**src/rtl/ic_pkg.sv**
```systemverilog
package ic_pkg;
   // operation applied to the nesting stack in a cycle
   typedef enum logic [1:0] {
      STK_HOLD = 2'd0,
      STK_PUSH = 2'd1,
      STK_POP  = 2'd2
   } stk_op_e;
endpackage

```
**src/rtl/ic_pend_latch.sv**
```systemverilog
module ic_pend_latch #(
   parameter int N = 8
) (
   input  logic         clk_i,
   input  logic         rst_ni,
   input  logic [N-1:0] line_i,
   input  logic [N-1:0] set_i,
   input  logic [N-1:0] clr_i,
   output logic [N-1:0] pend_o
);
   if (N < 1) begin : g_chk_n
      $error("ic_pend_latch: N must be at least 1");
   end

   for (genvar g = 0; g < N; g++) begin : g_bit
      logic line_q;
      logic pend_q;
      logic rise;

      assign rise = line_i[g] & ~line_q;

      always_ff @(posedge clk_i or negedge rst_ni) begin
         if (!rst_ni) begin
            line_q <= 1'b0;
            pend_q <= 1'b0;
         end else begin
            line_q <= line_i[g];
            // a fresh event in the clearing cycle survives
            pend_q <= (pend_q & ~clr_i[g]) | rise | set_i[g];
         end
      end

      assign pend_o[g] = pend_q;

      AST_PEND_HOLDS: assert property (@(posedge clk_i) disable iff (!rst_ni)
         (pend_q && !clr_i[g]) |=> pend_q);
   end
endmodule

```
**src/rtl/ic_arbiter.sv**
```systemverilog
module ic_arbiter #(
   parameter int N     = 8,
   parameter int LVL_W = 5,
   localparam int IDX_W = (N > 1) ? $clog2(N) : 1
) (
   input  logic [N-1:0]            cand_i,
   input  logic [N-1:0][LVL_W-1:0] lvl_i,
   output logic                    hit_o,
   output logic [IDX_W-1:0]        idx_o,
   output logic [LVL_W-1:0]        lvl_o
);
   if (N < 2) begin : g_chk_n
      $error("ic_arbiter: N must be at least 2");
   end

   // scan from the top index down; >= lets a lower index take a tie
   always_comb begin
      hit_o = 1'b0;
      idx_o = '0;
      lvl_o = '0;
      for (int i = N - 1; i >= 0; i--) begin
         if (cand_i[i] && (!hit_o || lvl_i[i] >= lvl_o)) begin
            hit_o = 1'b1;
            idx_o = IDX_W'(i);
            lvl_o = lvl_i[i];
         end
      end
   end
endmodule

```
**src/rtl/ic_nest_stack.sv**
```systemverilog
module ic_nest_stack
   import ic_pkg::*;
#(
   parameter int DEPTH = 8,
   parameter int LVL_W = 5,
   localparam int DEPTH_W = $clog2(DEPTH + 1),
   localparam int PTR_W   = (DEPTH > 1) ? $clog2(DEPTH) : 1
) (
   input  logic               clk_i,
   input  logic               rst_ni,
   input  stk_op_e            op_i,
   input  logic               push_gie_i,
   input  logic [LVL_W-1:0]   push_lvl_i,
   output logic [DEPTH_W-1:0] depth_o,
   output logic               full_o,
   output logic               top_gie_o,
   output logic [LVL_W-1:0]   top_lvl_o
);
   if (DEPTH < 1) begin : g_chk_depth
      $error("ic_nest_stack: DEPTH must be at least 1");
   end

   logic [DEPTH-1:0]            gie_mem;
   logic [DEPTH-1:0][LVL_W-1:0] lvl_mem;
   logic [DEPTH_W-1:0]          sp_q;
   logic [PTR_W-1:0]            wr_ptr;
   logic [PTR_W-1:0]            top_ptr;
   logic                        empty;

   assign empty   = (sp_q == '0);
   assign full_o  = (sp_q == DEPTH_W'(DEPTH));
   assign wr_ptr  = PTR_W'(sp_q);
   assign top_ptr = PTR_W'(sp_q - 1'b1);

   always_ff @(posedge clk_i or negedge rst_ni) begin
      if (!rst_ni) begin
         sp_q    <= '0;
         gie_mem <= '0;
         lvl_mem <= '0;
      end else begin
         unique case (op_i)
            STK_PUSH: if (!full_o) begin
               gie_mem[wr_ptr] <= push_gie_i;
               lvl_mem[wr_ptr] <= push_lvl_i;
               sp_q            <= sp_q + 1'b1;
            end
            STK_POP: if (!empty) begin
               sp_q <= sp_q - 1'b1;
            end
            default: ;
         endcase
      end
   end

   assign depth_o   = sp_q;
   assign top_gie_o = empty ? 1'b0 : gie_mem[top_ptr];
   assign top_lvl_o = empty ? '0 : lvl_mem[top_ptr];

   AST_NO_OVERFLOW: assert property (@(posedge clk_i) disable iff (!rst_ni)
      full_o |-> (op_i != STK_PUSH));
   AST_NO_UNDERFLOW: assert property (@(posedge clk_i) disable iff (!rst_ni)
      empty |-> (op_i != STK_POP));
endmodule

```
**src/rtl/ic_nest_ctrl.sv**
```systemverilog
module ic_nest_ctrl
   import ic_pkg::*;
#(
   parameter int N_SRC       = 8,
   parameter int PRIO_W      = 4,
   parameter int STACK_DEPTH = 8,
   parameter bit PRIO_PROG   = 1'b1,
   localparam int IDX_W   = (N_SRC > 1) ? $clog2(N_SRC) : 1,
   localparam int VEC_W   = $clog2(N_SRC + 1),
   localparam int LVL_W   = PRIO_W + 1,
   localparam int DEPTH_W = $clog2(STACK_DEPTH + 1)
) (
   input  logic               clk_i,
   input  logic               rst_ni,
   input  logic [N_SRC-1:0]   irq_i,
   input  logic               nmi_i,
   input  logic               en_wr_i,
   input  logic [N_SRC-1:0]   en_data_i,
   input  logic               thr_wr_i,
   input  logic [PRIO_W-1:0]  thr_data_i,
   input  logic               gie_wr_i,
   input  logic               gie_data_i,
   input  logic               swset_wr_i,
   input  logic [N_SRC-1:0]   swset_data_i,
   input  logic               prio_wr_i,
   input  logic [IDX_W-1:0]   prio_idx_i,
   input  logic [PRIO_W-1:0]  prio_data_i,
   input  logic               ack_i,
   input  logic               ret_i,
   output logic               irq_req_o,
   output logic [VEC_W-1:0]   irq_vec_o,
   output logic [N_SRC-1:0]   pend_o,
   output logic               gie_o,
   output logic [DEPTH_W-1:0] depth_o
);
   localparam logic [LVL_W-1:0] NMI_LVL = LVL_W'(1) << PRIO_W;
   localparam logic [VEC_W-1:0] NMI_VEC = VEC_W'(N_SRC);

   if (N_SRC < 2) begin : g_chk_src
      $error("ic_nest_ctrl: N_SRC must be at least 2");
   end
   if (PRIO_W < $clog2(N_SRC + 1)) begin : g_chk_prio
      $error("ic_nest_ctrl: PRIO_W too narrow for the index levels");
   end
   if (STACK_DEPTH < 1) begin : g_chk_stack
      $error("ic_nest_ctrl: STACK_DEPTH must be at least 1");
   end

   // ---------------- configuration state ----------------
   logic [N_SRC-1:0]  en_q;
   logic [PRIO_W-1:0] thr_q;
   logic              gie_q;

   always_ff @(posedge clk_i or negedge rst_ni) begin
      if (!rst_ni) begin
         en_q  <= '0;
         thr_q <= '0;
      end else begin
         if (en_wr_i)  en_q  <= en_data_i;
         if (thr_wr_i) thr_q <= thr_data_i;
      end
   end

   // ---------------- source levels ----------------
   logic [N_SRC-1:0][LVL_W-1:0] lvl;

   if (PRIO_PROG) begin : g_prio_reg
      logic [N_SRC-1:0][PRIO_W-1:0] prio_q;
      for (genvar g = 0; g < N_SRC; g++) begin : g_src
         always_ff @(posedge clk_i or negedge rst_ni) begin
            if (!rst_ni) begin
               prio_q[g] <= PRIO_W'(N_SRC - g);
            end else if (prio_wr_i && prio_idx_i == IDX_W'(g)) begin
               prio_q[g] <= prio_data_i;
            end
         end
         assign lvl[g] = {1'b0, prio_q[g]};
      end
   end else begin : g_prio_fixed
      logic unused_prio_cfg;
      assign unused_prio_cfg = ^{prio_wr_i, prio_idx_i, prio_data_i};
      for (genvar g = 0; g < N_SRC; g++) begin : g_src
         assign lvl[g] = LVL_W'(N_SRC - g);
      end
   end

   // ---------------- pending flags ----------------
   logic [N_SRC-1:0] clr_src;
   logic             clr_nmi;
   logic             nmi_pend;

   ic_pend_latch #(.N(N_SRC)) u_src_pend (
      .clk_i  (clk_i),
      .rst_ni (rst_ni),
      .line_i (irq_i),
      .set_i  (swset_wr_i ? swset_data_i : '0),
      .clr_i  (clr_src),
      .pend_o (pend_o)
   );

   ic_pend_latch #(.N(1)) u_nmi_pend (
      .clk_i  (clk_i),
      .rst_ni (rst_ni),
      .line_i (nmi_i),
      .set_i  (1'b0),
      .clr_i  (clr_nmi),
      .pend_o (nmi_pend)
   );

   // ---------------- nesting stack ----------------
   stk_op_e            stk_op;
   logic               stk_full;
   logic               stk_top_gie;
   logic [LVL_W-1:0]   stk_top_lvl;
   logic [LVL_W-1:0]   sel_lvl;
   logic [DEPTH_W-1:0] depth;

   ic_nest_stack #(.DEPTH(STACK_DEPTH), .LVL_W(LVL_W)) u_stack (
      .clk_i      (clk_i),
      .rst_ni     (rst_ni),
      .op_i       (stk_op),
      .push_gie_i (gie_q),
      .push_lvl_i (sel_lvl),
      .depth_o    (depth),
      .full_o     (stk_full),
      .top_gie_o  (stk_top_gie),
      .top_lvl_o  (stk_top_lvl)
   );

   // ---------------- eligibility and arbitration ----------------
   logic [LVL_W-1:0] run_lvl;
   logic [N_SRC-1:0] cand;
   logic             arb_hit;
   logic [IDX_W-1:0] arb_idx;
   logic [LVL_W-1:0] arb_lvl;
   logic             nmi_ok;

   assign run_lvl = (depth == '0) ? '0 : stk_top_lvl;

   for (genvar g = 0; g < N_SRC; g++) begin : g_cand
      assign cand[g] = pend_o[g] & en_q[g] & gie_q
                     & (lvl[g] > {1'b0, thr_q})
                     & (lvl[g] > run_lvl);
   end

   ic_arbiter #(.N(N_SRC), .LVL_W(LVL_W)) u_arb (
      .cand_i (cand),
      .lvl_i  (lvl),
      .hit_o  (arb_hit),
      .idx_o  (arb_idx),
      .lvl_o  (arb_lvl)
   );

   assign nmi_ok    = nmi_pend & (NMI_LVL > run_lvl);
   assign irq_req_o = ~stk_full & (nmi_ok | arb_hit);
   assign irq_vec_o = nmi_ok ? NMI_VEC : VEC_W'(arb_idx);
   assign sel_lvl   = nmi_ok ? NMI_LVL : arb_lvl;

   // ---------------- processor handshake ----------------
   logic ret_ok;
   logic ack_ok;

   assign ret_ok = ret_i & (depth != '0);
   assign ack_ok = ack_i & irq_req_o & ~ret_i;

   always_comb begin
      if (ret_ok)      stk_op = STK_POP;
      else if (ack_ok) stk_op = STK_PUSH;
      else             stk_op = STK_HOLD;
   end

   assign clr_nmi = ack_ok & nmi_ok;
   assign clr_src = (ack_ok && !nmi_ok) ? ({{(N_SRC-1){1'b0}}, 1'b1} << arb_idx) : '0;

   always_ff @(posedge clk_i or negedge rst_ni) begin
      if (!rst_ni)       gie_q <= 1'b0;
      else if (ret_ok)   gie_q <= stk_top_gie;
      else if (ack_ok)   gie_q <= 1'b0;
      else if (gie_wr_i) gie_q <= gie_data_i;
   end

   assign gie_o   = gie_q;
   assign depth_o = depth;

   AST_MASKED_WHEN_GIE_OFF: assert property (@(posedge clk_i) disable iff (!rst_ni)
      (irq_req_o && irq_vec_o != NMI_VEC) |-> gie_o);
   AST_ENTRY_CLEARS_GIE: assert property (@(posedge clk_i) disable iff (!rst_ni)
      (ack_i && irq_req_o && !ret_i) |=> !gie_o);
   AST_RET_POPS: assert property (@(posedge clk_i) disable iff (!rst_ni)
      (ret_i && depth_o != '0) |=> (depth_o == $past(depth_o) - 1'b1));
   AST_STRICT_PREEMPT: assert property (@(posedge clk_i) disable iff (!rst_ni)
      (irq_req_o && depth_o != '0) |-> (sel_lvl > stk_top_lvl));
   AST_THRESHOLD: assert property (@(posedge clk_i) disable iff (!rst_ni)
      (irq_req_o && irq_vec_o != NMI_VEC) |-> (sel_lvl > {1'b0, thr_q}));
   AST_FULL_SILENT: assert property (@(posedge clk_i) disable iff (!rst_ni)
      (depth_o == DEPTH_W'(STACK_DEPTH)) |-> !irq_req_o);
endmodule

```
**config.mk**
```make
export PLATFORM = sky130hd
export DESIGN_NAME = ic_nest_ctrl
export DESIGN_NICKNAME = d
export VERILOG_FILES = /design/src/rtl/ic_pkg.sv /design/src/rtl/ic_pend_latch.sv /design/src/rtl/ic_arbiter.sv /design/src/rtl/ic_nest_stack.sv /design/src/rtl/ic_nest_ctrl.sv
export SDC_FILE = /design/constraint.sdc
export NUM_CORES = 1
export LEC_CHECK = 0
export BUFFER_PORTS_ARGS = -buffer_cell sky130_fd_sc_hd__buf_4
export CELL_PAD_IN_SITES_DETAIL_PLACEMENT = 0
export CELL_PAD_IN_SITES_GLOBAL_PLACEMENT = 1
export CORE_MARGIN = 3
export CORE_UTILIZATION = 53
export CTS_CLUSTER_SIZE = 12
export DETAILED_ROUTE_END_ITERATION = 16
export PLACE_DENSITY_LB_ADDON = 0.1
export SYNTH_ARGS = -nofsm -noshare
export SYNTH_HDL_FRONTEND = slang
export SYNTH_HIERARCHICAL = 1
export SYNTH_SLANG_ARGS = --single-unit
```
**constraint.sdc**
```tcl
create_clock -name clk_i -period 37.9 [get_ports clk_i]
set_input_delay 1.895 -clock clk_i [delete_from_list [all_inputs] [get_ports clk_i]]
set_output_delay 1.895 -clock clk_i [all_outputs]
set_load 0.03 [all_outputs]
```
==> key figures <==
Outcome
  • Status: completed

STA
  • Post-layout min period: 17990 ps
  • Fmax: 55.6 MHz
  • Headroom to the max-slew limit: 29.0%
  • Sum of negative setup slack: 0 ps
  • RSZ-0062 raised after global routing: no
  • # setup viols final: 0
  • Final Hold Viols: 0
  • Clk_skew: 6.69 ps
  • WHS: 502 ps
  • Fin crit share: 47.5%
  • Setup ws final: 19910 ps
  • Worst slew pin tran: 1060 ps
  • Slew Limit Fails: 0

Logic synthesis
  • EDFF count, synth: 0
  • Mapped Avg Cell Area: 10.7 µm²
  • Asr flop ratio synth: 100%
  • Dominant synthesized flop cell: dfrtp_1
  • Flops & latches, synth: 115
  • Cells after Synth: 764
  • Post-synth cell types: 73
  • Post-Syn Area: 8210 µm²
  • Yosys Warn Count: 6
  • Seq/Total Area, Yosys: 35.3%

CTS
  • Worst skew pair latency: 420 ps
  • CTS tree: done
  • Reg clk slew, reported paths: 60 ps
  • Hold_buf cts: 0
  • Root Buffer: clkbuf_16
  • # Post-CTS Setup Buffers: 0
  • CTS H-tree lvls: 4
  • Post-CTS sizing: 0
  • Clock sinks: 115
  • Max Root-Sink Buffers: 2
  • TritonCTS Buffers: 17

Route
  • DR iter-0 viols: 393
  • Routed length per instance: 21.0 µm
  • Total Wirelength: 21.8 mm
  • Routed via count: 6433
  • Detailed Routing Iterations Pass 1: 5
  • Vias/cell: 6.19
  • Residual DRC: 0
  • Routed Antenna Nets: 0

Worst setup path
  • Critical path class: register to primary output
  • CP max-delay cell: nor3_1
  • Critical path arrival: 16090 ps
  • Critical Path RT: 36000 ps
  • Slowest cell delay on critical path: 860 ps
  • Maximum fanout along the worst path: 16
  • Setup crit end kind: primary output
  • Most used cell, CP: ha_1
  • Startpoint types: register

Global routing
  • GRT overflow: 0
  • GRT Total Usage: 27.0%
  • Vias in the first global route: 6576
  • Initial antenna violation count: 0
  • Largest net degree at the start of global routing: 72
  • First-pass GRT wire length: 34.8 mm

Final layout
  • Post-Route Utilization: 63.7%
  • Ant. Diodes: 0
  • Filler cell count: 1225
  • P&R area growth vs syn: 15.4%
  • Final nets: 989
  • Layout cells sized above 1: 28.2%

Power
  • Clock power share: 27.5%
  • PD cells: 64.5 nW/µm²
  • Reg power frac: 29.6%
  • Internal power: 0.371 mW
  • Switch share: 39.2%
  • Comb pwr share: 42.9%
  • Peak supply drop: 0.0570 mV
  • Static Leak: 4.27 nW
  • Psw: 0.239 mW
  • Total power draw: 0.611 mW

Floorplan
  • Initial core utilization: 55.2%
  • Die H: 130 µm
  • Die area: 17000 µm²
  • IO Pins: 64
  • Rows: 44
  • Die W: 130 µm
  • Core box area: 14900 µm²

Flow run
  • MaxCap Viol Count: 0

Hold path
  • Hold Crit Class: register to register

Place
  • HPWL Detailed: 16.7 mm
  • Port Buf Inserts: 63
  • Pre-CTS WS: 20560 ps
  • RD Place Congestion: 0.927
[kinds of logic (layout without fill, tap and decap cells)]
kind of cell / count (synthesis) / in the layout / synth area share, %
adders and majority gates: 101 / 101 / 15.4
buffers and inverters: 75 / 148 / 4.32
other: 1 / 19 / 0.0457
muxes: 98 / 98 / 15.4
xor gates and xnor gates: 4 / 4 / 0.427
and+or+nand+nor: 201 / 201 / 14.3
AOI/OAI and AO/OA: 169 / 169 / 14.9
DFF: 115 / 115 / 35.3
[power by group through the flow]
stage,sequential [mW],combinational (mW),clock (mW)
after floorplan,0.175,0.188,0
after global placement,0.181,0.250,0
after detailed placement,0.182,0.258,0
after CTS,0.180,0.260,0.170
after global routing,0.185,0.289,0.177
final,0.181,0.262,0.168
[layer usage]
layer | global-route usage, % | up-vias | routed length [µm]
li1 | - | 3023 | -
met1 | 34.4 | 3174 | 9130
met2 | 46.3 | 198 | 11000
met3 | 4.55 | 38 | 1150
met4 | 10.4 | 0 | 532
met5 | 0 | - | 0
[metrics by stage]
stage | area, µm² | std cells
final | 9470 | 1039
after global routing | 9470 | 1039
after CTS | 9470 | 1039
after detailed placement | 8830 | 1007
after global placement | 8830 | 1007
after floorplan | 8270 | 782
[critical path: cells and delay by family (launching register included)]
kind | cells | cell delay, ps
compound gates | 27 | 6190
simple gates | 21 | 4990
fa+ha+maj | 9 | 3060
flops | 1 | 710
mux | 1 | 410
buf+inv | 2 | 270
[worst paths after layout]
path                                    start                          to  slack [ps]  cells past startpoint
max in group asynchronous              rst_ni        g_prio_reg.prio_q[7]       35110                      2
min reg2reg                u_stack/lvl_mem[5]          u_stack/lvl_mem[5]         500                      1
max                        u_stack/depth_o[1]                irq_vec_o[1]       19910                     60
min                        u_stack/lvl_mem[5]          u_stack/lvl_mem[5]         500                      1
max reg2reg                u_stack/depth_o[1]  u_src_pend/g_bit[3].pend_q       21570                     62
min in group asynchronous              rst_ni  u_src_pend/g_bit[6].line_q        1460                      1
[flip-flops by register name, indices dropped and copies added (netlist names)]
signal                   cells
u_stack/lvl_mem             40
g_prio_reg.prio_q           32
en_q                         8
u_src_pend/g_bit.line_q      8
u_src_pend/g_bit.pend_q      8
u_stack/gie_mem              8
thr_q                        4
u_stack/depth_o              4
gie_o                        1
u_nmi_pend/g_bit.line_q      1
u_nmi_pend/pend_o            1
[Yosys cell counts, drive strengths merged (3+ instances only)]
cell type	number	share of area [%]
dfrtp	102	31
ha	101	15
mux2	85	12
inv	50	2.3
nor2	37	1.7
nand2	34	1.6
o21ai	33	2.0
a21oi	31	1.9
nand4	26	2.0
buf	21	1.8
and2	20	1.6
a211oi	18	1.8
nor2b	18	1.4
o211ai	17	1.6
nor3	16	1.4
dfstp	13	4.2
mux4	12	3.3
nand2b	12	0.95
a21o	11	1.0
o21a	10	0.91
a221o	9	1.1
a22o	9	0.96
nand3	9	0.55
nor4	6	0.82
a221oi	5	0.76
o311ai	5	0.81
or2	5	0.41
a22oi	4	0.37
clkbuf	4	0.18
a31oi	3	0.23
nand3b	3	0.27
nand4b	3	0.32
nor3b	3	0.40
o31a	3	0.32
or3	3	0.35
or4	3	0.37
xnor2	3	0.32
[final cells by class]
class / count / area, µm² / area share (%)
Clock buffer: 21 / 480 / 5.08
Clock inverter: 11 / 151 / 1.60
Inverter: 50 / 190 / 2.01
Multi-Input combinational cell: 592 / 5020 / 53.1
Sequential cell: 115 / 2890 / 30.6
Tap cell: 184 / 230 / 2.43
Timing Repair Buffer: 66 / 495 / 5.23
[cell usage in the layout (no fill, tap or decap), types with 4 or more instances in the layout]
cell,synthesis,routed
clkbuf_8,0,4
a21oi_1,31,31
nor2b_1,18,18
a211oi_1,16,16
a21o_1,11,11
mux2_2,79,79
mux2_4,6,6
clkinvlp_4,0,4
o21a_1,10,10
a22o_1,9,9
dfstp_2,13,13
buf_4,13,66
clkbuf_16,0,17
mux4_2,12,12
a221o_1,9,9
and2_1,17,17
nor3_1,12,12
nor4_1,4,4
inv_1,49,49
nand4_1,26,26
dfrtp_1,102,102
nand3_1,9,9
o21ai_0,30,30
or2_2,4,4
conb_1,1,19
nor2_1,36,36
nand2_1,34,34
ha_1,101,101
nand2b_1,11,11
o211ai_1,17,17
a22oi_1,4,4
No activity file was read; power rests on OpenSTA's default activity.
